[src/rtl/mapper_pkg.sv]
package mapper_pkg;
  localparam logic [11:0] WIN_PAGE  = 12'h7EF;
  localparam logic [7:0]  RAM_PAGE  = 8'h7F;
  localparam logic [7:0]  KEY_RESET = 8'hFF;
  localparam logic [3:0]  OFS_MIRR  = 4'h6;
  localparam logic [3:0]  OFS_KEY   = 4'h8;
  localparam int          CHR_SLOTS = 6;
  localparam int          PRG_SLOTS = 3;
endpackage

[src/rtl/mapper_regs.sv]
module mapper_regs
  import mapper_pkg::*;
#(
  parameter int          PRG_BANK_W = 8,
  parameter int          CHR_BANK_W = 8,
  parameter logic [7:0]  RAM_KEY    = 8'hA3
) (
  input  logic                                   clk,
  input  logic                                   rst_n,
  input  logic [15:0]                            cpu_addr,
  input  logic [7:0]                             cpu_wdata,
  input  logic                                   cpu_wr,
  output logic [PRG_SLOTS-1:0][PRG_BANK_W-1:0]   prg_q,
  output logic [CHR_SLOTS-1:0][CHR_BANK_W-1:0]   chr_q,
  output logic                                   mirror_q,
  output logic                                   ram_on
);
  logic       win_wr;
  logic [3:0] ofs;
  logic [7:0] key_q;

  assign win_wr = cpu_wr && (cpu_addr[15:4] == WIN_PAGE);
  assign ofs    = cpu_addr[3:0];
  assign ram_on = (key_q == RAM_KEY);

  // Pattern bank slots at offsets 0..5
  for (genvar c = 0; c < CHR_SLOTS; c++) begin : g_chr
    always_ff @(posedge clk) begin
      if (!rst_n)
        chr_q[c] <= '0;
      else if (win_wr && ofs == 4'(c))
        chr_q[c] <= cpu_wdata[CHR_BANK_W-1:0];
    end
  end

  // Program bank slots: offset pairs A/B, C/D, E/F alias onto one slot
  for (genvar p = 0; p < PRG_SLOTS; p++) begin : g_prg
    always_ff @(posedge clk) begin
      if (!rst_n)
        prg_q[p] <= '0;
      else if (win_wr && ofs[3] && ofs[2:1] == 2'(p + 1))
        prg_q[p] <= cpu_wdata[PRG_BANK_W-1:0];
    end
  end

  always_ff @(posedge clk) begin
    if (!rst_n) begin
      mirror_q <= 1'b0;
      key_q    <= KEY_RESET;
    end else if (win_wr) begin
      if (ofs == OFS_MIRR) mirror_q <= cpu_wdata[0];
      if (ofs == OFS_KEY)  key_q    <= cpu_wdata;
    end
  end

  p_prg_alias_r2: assert property (@(posedge clk) disable iff (!rst_n)
    (cpu_wr && cpu_addr == 16'h7EFB) |=> prg_q[0] == $past(cpu_wdata[PRG_BANK_W-1:0]));

  p_mirror_bit_r6: assert property (@(posedge clk) disable iff (!rst_n)
    (cpu_wr && cpu_addr == 16'h7EF6) |=> mirror_q == $past(cpu_wdata[0]));

  p_key_open_r7: assert property (@(posedge clk) disable iff (!rst_n)
    (cpu_wr && cpu_addr == 16'h7EF8 && cpu_wdata == RAM_KEY) |=> ram_on);

  p_hold_regs_r10: assert property (@(posedge clk) disable iff (!rst_n)
    !win_wr |=> ($stable(prg_q) && $stable(chr_q) && $stable(mirror_q) && $stable(ram_on)));
endmodule

[src/rtl/prg_map.sv]
module prg_map
  import mapper_pkg::*;
#(
  parameter int PRG_BANK_W = 8,
  localparam int PRG_AW = PRG_BANK_W + 13
) (
  input  logic                                 clk,
  input  logic                                 rst_n,
  input  logic [14:0]                          cpu_addr,
  input  logic [PRG_SLOTS-1:0][PRG_BANK_W-1:0] prg_q,
  output logic [PRG_AW-1:0]                    prg_addr
);
  logic [PRG_BANK_W-1:0] bank;

  always_comb begin
    unique case (cpu_addr[14:13])
      2'd0:    bank = prg_q[0];
      2'd1:    bank = prg_q[1];
      2'd2:    bank = prg_q[2];
      default: bank = '1;
    endcase
  end

  assign prg_addr = {bank, cpu_addr[12:0]};

  p_fixed_last_r3: assert property (@(posedge clk) disable iff (!rst_n)
    (cpu_addr[14:13] == 2'b11) |-> (&prg_addr[PRG_AW-1:13]));
endmodule

[src/rtl/chr_map.sv]
module chr_map
  import mapper_pkg::*;
#(
  parameter int CHR_BANK_W = 8,
  localparam int CHR_AW = CHR_BANK_W + 10
) (
  input  logic                                 clk,
  input  logic                                 rst_n,
  input  logic [12:0]                          ppu_addr,
  input  logic [CHR_SLOTS-1:0][CHR_BANK_W-1:0] chr_q,
  output logic [CHR_AW-1:0]                    chr_addr
);
  logic [CHR_BANK_W-1:0] big_reg;
  logic [CHR_BANK_W-1:0] small_reg;

  assign big_reg   = ppu_addr[11] ? chr_q[1] : chr_q[0];
  assign small_reg = chr_q[2 + 32'(ppu_addr[11:10])];

  always_comb begin
    if (!ppu_addr[12])
      chr_addr = {1'b0, big_reg[CHR_BANK_W-2:1], ppu_addr[10:0]};
    else
      chr_addr = {small_reg, ppu_addr[9:0]};
  end

  p_small_offset_r5: assert property (@(posedge clk) disable iff (!rst_n)
    ppu_addr[12] |-> chr_addr[9:0] == ppu_addr[9:0]);

  p_big_top_zero_r4: assert property (@(posedge clk) disable iff (!rst_n)
    !ppu_addr[12] |-> !chr_addr[CHR_AW-1]);
endmodule

[src/rtl/save_ram.sv]
module save_ram #(
  parameter int RAM_AW = 8,
  localparam int DEPTH = 1 << RAM_AW
) (
  input  logic              clk,
  input  logic              rst_n,
  input  logic [RAM_AW-1:0] idx,
  input  logic              page_hit,
  input  logic              ram_on,
  input  logic              cpu_wr,
  input  logic              cpu_rd,
  input  logic [7:0]        cpu_wdata,
  output logic [7:0]        cpu_rdata,
  output logic              cpu_rdata_oe
);
  logic [7:0] mem [DEPTH];

  always_ff @(posedge clk) begin
    if (cpu_wr && page_hit && ram_on)
      mem[idx] <= cpu_wdata;
  end

  assign cpu_rdata    = ram_on ? mem[idx] : 8'hFF;
  assign cpu_rdata_oe = cpu_rd && page_hit;

  p_closed_reads_ff_r8: assert property (@(posedge clk) disable iff (!rst_n)
    (cpu_rdata_oe && !ram_on) |-> cpu_rdata == 8'hFF);

  p_oe_needs_read_r9: assert property (@(posedge clk) disable iff (!rst_n)
    !cpu_rd |-> !cpu_rdata_oe);
endmodule

[src/rtl/bank_mapper.sv]
module bank_mapper
  import mapper_pkg::*;
#(
  parameter int         PRG_BANK_W = 8,
  parameter int         CHR_BANK_W = 8,
  parameter logic [7:0] RAM_KEY    = 8'hA3,
  localparam int        PRG_AW     = PRG_BANK_W + 13,
  localparam int        CHR_AW     = CHR_BANK_W + 10
) (
  input  logic              clk,
  input  logic              rst_n,
  input  logic [15:0]       cpu_addr,
  input  logic [7:0]        cpu_wdata,
  input  logic              cpu_wr,
  input  logic              cpu_rd,
  output logic [7:0]        cpu_rdata,
  output logic              cpu_rdata_oe,
  output logic [PRG_AW-1:0] prg_addr,
  input  logic [12:0]       ppu_addr,
  output logic [CHR_AW-1:0] chr_addr,
  output logic              mirror_horiz
);
  logic [PRG_SLOTS-1:0][PRG_BANK_W-1:0] prg_q;
  logic [CHR_SLOTS-1:0][CHR_BANK_W-1:0] chr_q;
  logic                                 ram_on;
  logic                                 page_hit;

  assign page_hit = (cpu_addr[15:8] == RAM_PAGE);

  mapper_regs #(.PRG_BANK_W(PRG_BANK_W), .CHR_BANK_W(CHR_BANK_W), .RAM_KEY(RAM_KEY)) u_regs (
    .clk(clk), .rst_n(rst_n), .cpu_addr(cpu_addr), .cpu_wdata(cpu_wdata), .cpu_wr(cpu_wr),
    .prg_q(prg_q), .chr_q(chr_q), .mirror_q(mirror_horiz), .ram_on(ram_on)
  );

  prg_map #(.PRG_BANK_W(PRG_BANK_W)) u_prg (
    .clk(clk), .rst_n(rst_n), .cpu_addr(cpu_addr[14:0]), .prg_q(prg_q), .prg_addr(prg_addr)
  );

  chr_map #(.CHR_BANK_W(CHR_BANK_W)) u_chr (
    .clk(clk), .rst_n(rst_n), .ppu_addr(ppu_addr), .chr_q(chr_q), .chr_addr(chr_addr)
  );

  save_ram #(.RAM_AW(8)) u_ram (
    .clk(clk), .rst_n(rst_n), .idx(cpu_addr[7:0]), .page_hit(page_hit), .ram_on(ram_on),
    .cpu_wr(cpu_wr), .cpu_rd(cpu_rd), .cpu_wdata(cpu_wdata),
    .cpu_rdata(cpu_rdata), .cpu_rdata_oe(cpu_rdata_oe)
  );
endmodule

[config.mk]
export PLATFORM = sky130hd
export DESIGN_NAME = bank_mapper
export DESIGN_NICKNAME = d
export VERILOG_FILES = /design/src/rtl/mapper_pkg.sv /design/src/rtl/mapper_regs.sv /design/src/rtl/prg_map.sv /design/src/rtl/chr_map.sv /design/src/rtl/save_ram.sv /design/src/rtl/bank_mapper.sv
export SDC_FILE = /design/constraint.sdc
export NUM_CORES = 2
export LEC_CHECK = 0
export BUFFER_PORTS_ARGS = -buffer_cell sky130_fd_sc_hd__buf_2
export CORE_UTILIZATION = 51
export DETAILED_ROUTE_END_ITERATION = 7
export GPL_ROUTABILITY_DRIVEN = 0
export PLACE_DENSITY = 0.73
export SLEW_MARGIN = 40
export SYNTH_ARGS = -nofsm -noshare
export SYNTH_HDL_FRONTEND = slang
export SYNTH_HIERARCHICAL = 1
export SYNTH_SLANG_ARGS = --single-unit
[constraint.sdc]
create_clock -name clk -period 3.8 [get_ports clk]
set_input_delay 0.76 -clock clk [delete_from_list [all_inputs] [get_ports clk]]
set_output_delay 0.76 -clock clk [all_outputs]
set_load 0.02 [all_outputs]
==> results <==
- The flow ran to the end, but the final reports show violations.
- The checks that failed: negative setup slack.
- The total negative setup slack is -4430 ps.
- The number of buffers on the longest clock path is 3.
- For this design, the slowest cell found on the critical path is mux4_2.
- The first global-routing pass estimated 319000 um of wire.
- In this run the core area contains 147 standard-cell rows.
- The share of post-route cells with drive strength above 1 is 38.7%.
- The fmax is 0.212 GHz.
- Global routing used 27.5% of the available tracks across all layers.
- The post-route minimum period is 4720 ps.
- The root cell of the clock tree is clkbuf_16.
- The worst relative slew slack is 37.6%.
- The most common cell after layout, fill and taps aside is edfxtp_1.
- The total area inside the core boundary comes to 161000 um2.
- After the first detailed-routing iteration, the DRC count stood at 6045.
- The path class of the tightest hold or removal check is input port to register.
- The clock arrives with 37.5 ps of skew.
- The required time of the critical path is 3040 ps.
- Timing analysis after detailed placement gives a worst setup slack of -1230 ps.
- Entering global routing, the biggest net connects 108 pins.
- The number of remaining DRC errors is 0.
- Fill cells in the final layout number 10700.
- The number of buffers added by the clock tree synthesis step is 203.
- The signal on the critical path passes through mux4_2 -> mux4_2 -> nor2b_4 -> a2111oi_4 -> nand4_1 -> nand4b_1 -> buf_4.
- The die covers 165000 um2.
- The remaining number of nets flagged by the antenna check after routing is 0.
- The die extent in x is 406 um.
- The top fanout value on the critical path is 1.
- Once placement completed, the tool counted placed cells totaling 6611.
- The later pin in the worst-skew pair is clocked with a latency of 850 ps.
- For this run, the number of Yosys warnings is 6.
- The final-report max-slew violation count is 0.
- The via count is 44700.
- The worst setup path is launched from a register.
- In the layout the commonest cells are edfxtp_1 (2048), buf_4 (616), mux4_2 (554).
- The via count of the first global-routing pass is 44300.
- STA classifies the critical path endpoint as a primary output.
- The gate count after technology mapping is 3936.
- For this run, the number of standard cells in the final layout without fillers is 7047.
- For this design the top-level I/O count stands at 90.
- The worst hold slack is 340 ps.
- The vias per cell is 6.34.
- For this run, the slowest stage of the critical path takes 590 ps.
- After detailed routing, the total wire length is 225000 um.
- For this design the static power due to leakage is 33.1 nW.
- The total global routing overflow is 0.
- Setup slack on the critical path of the routed design comes to -923 ps.
- The worst hold path begins at cpu_wdata[4].
- The areal power density over the cells is 489 nW/um2.
- The clock-pin slew on the worst setup and hold paths is 70 ps.
- The finished cells cover 99700 um2.
- Detailed placement ended at an HPWL of 142000 um.
- The count of TritonRoute iterations in the first routing pass is 7.
- In this run the critical register-to-register path is launched from u_regs/key_q[6]$_SDFFE_PN1P_.
- The mean area per synthesized cell is 21.2 um2.
- Setup violations remaining at the end of the flow were counted as 8.
- The launching element of the worst setup path is u_ram/mem[227][6]$_DFFE_PP_.
- The number of max-cap violations is 0.
- The worst path uses 124% of the clock period.
- The final layout net count is 4751.
- The number of sinks on the clock net is 2125.
- The effective utilization at floorplan is 51.6%.
- The die is 406 um tall.
- Once placement finished, the instance area stood at 91400 um2.
- Data on the critical path arrives at its endpoint at 3960 ps.
- The most numerous cell type found on the critical path is mux4_2.
- The initial antenna violation count is 6.
- At the pin with the least slew margin, the transition time is 936 ps.
- Setup repair after global routing could not meet its margin everywhere.
- The average wire length per cell after detail routing is 32.0 um.
- After synthesis the cells add up to 83300 um2.
- The net count after synthesis is 3977.
- The critical path is of the register to primary output type.
- Relative to the synthesized area, the layout overhead comes to 19.6%.
- The CTS tree is yes.
- The final hold violation count is 0.
- The number of H-tree levels is 4.
- Input and output buffers added on the ports amount to 69.
- VDD sags by at most 512 uV.
## metrics by stage
stage | power [W] | utilization [%]
floorplan | 0.0274 | -
global placement | 0.0287 | 56.6
detailed placement | 0.0288 | 56.7
CTS | 0.0488 | 61.5
global route | 0.0499 | 61.8
finish | 0.0487 | 61.8
## cell type report
type                       instances  area (um2)  area share, %
antenna                            5        12.5         0.0126
clock buffer                     242        5380           5.40
clock inverter                   135        1290           1.30
inverter                           8        30.0         0.0301
multi-input combinational       1551       19400           19.5
sequential                      2125       63000           63.3
tap                             2160        2700           2.71
timing repair buffer             821        7780           7.81
## worst max-delay path: cells and delay by family, from the launching register on
family | cells | cell delay, ps
compound gates | 1 | 330
buf+inv | 1 | 290
flops | 1 | 380
mux | 2 | 1060
simple gates | 3 | 1090
## final timing paths
path | cells past startpoint | slack [ps] | to
max | 7 | -920 | cpu_rdata[6]
min | 1 | 340 | u_ram/mem[133][4]$_DFFE_PP_
max reg2reg | 9 | 300 | u_ram/mem[118][7]$_DFFE_PP_
min reg2reg | 2 | 450 | u_regs/prg_q[5]$_SDFFE_PN0P_
## report_power, final
group          total [W]   switching, W  internal (W)  leakage, nW
registers         0.0256  0.00000000397        0.0256         19.0
logic            0.00288        0.00163       0.00125         10.8
clock network     0.0202        0.00873        0.0115         3.27
total             0.0487         0.0104        0.0384         33.1
## metal layers
| layer | global-route usage (%) | wire length (um) | vias to the layer above |
|---|---|---|---|
| li1 | - | - | 17900 |
| met1 | 37.3 | 82300 | 23400 |
| met2 | 42.9 | 106000 | 2875 |
| met3 | 6.96 | 26800 | 513 |
| met4 | 11.3 | 9750 | 8 |
| met5 | 0 | 39 | - |
## sequential cells by signal (all words and copies together) (netlist names)
name / count
u_ram/mem: 2048
u_regs/chr_q: 44
u_regs/key_q: 8
u_regs/mirror_q: 1
u_regs/prg_q: 24
## repair_timing
item	CTS	global route
pin swaps	26	23
gates resized for setup	120	51
hold buffers	0	0
cloned	9	1
setup buffers	38	13
endpoints found under the setup margin	8	8
(Power assumes the default switching activity.)
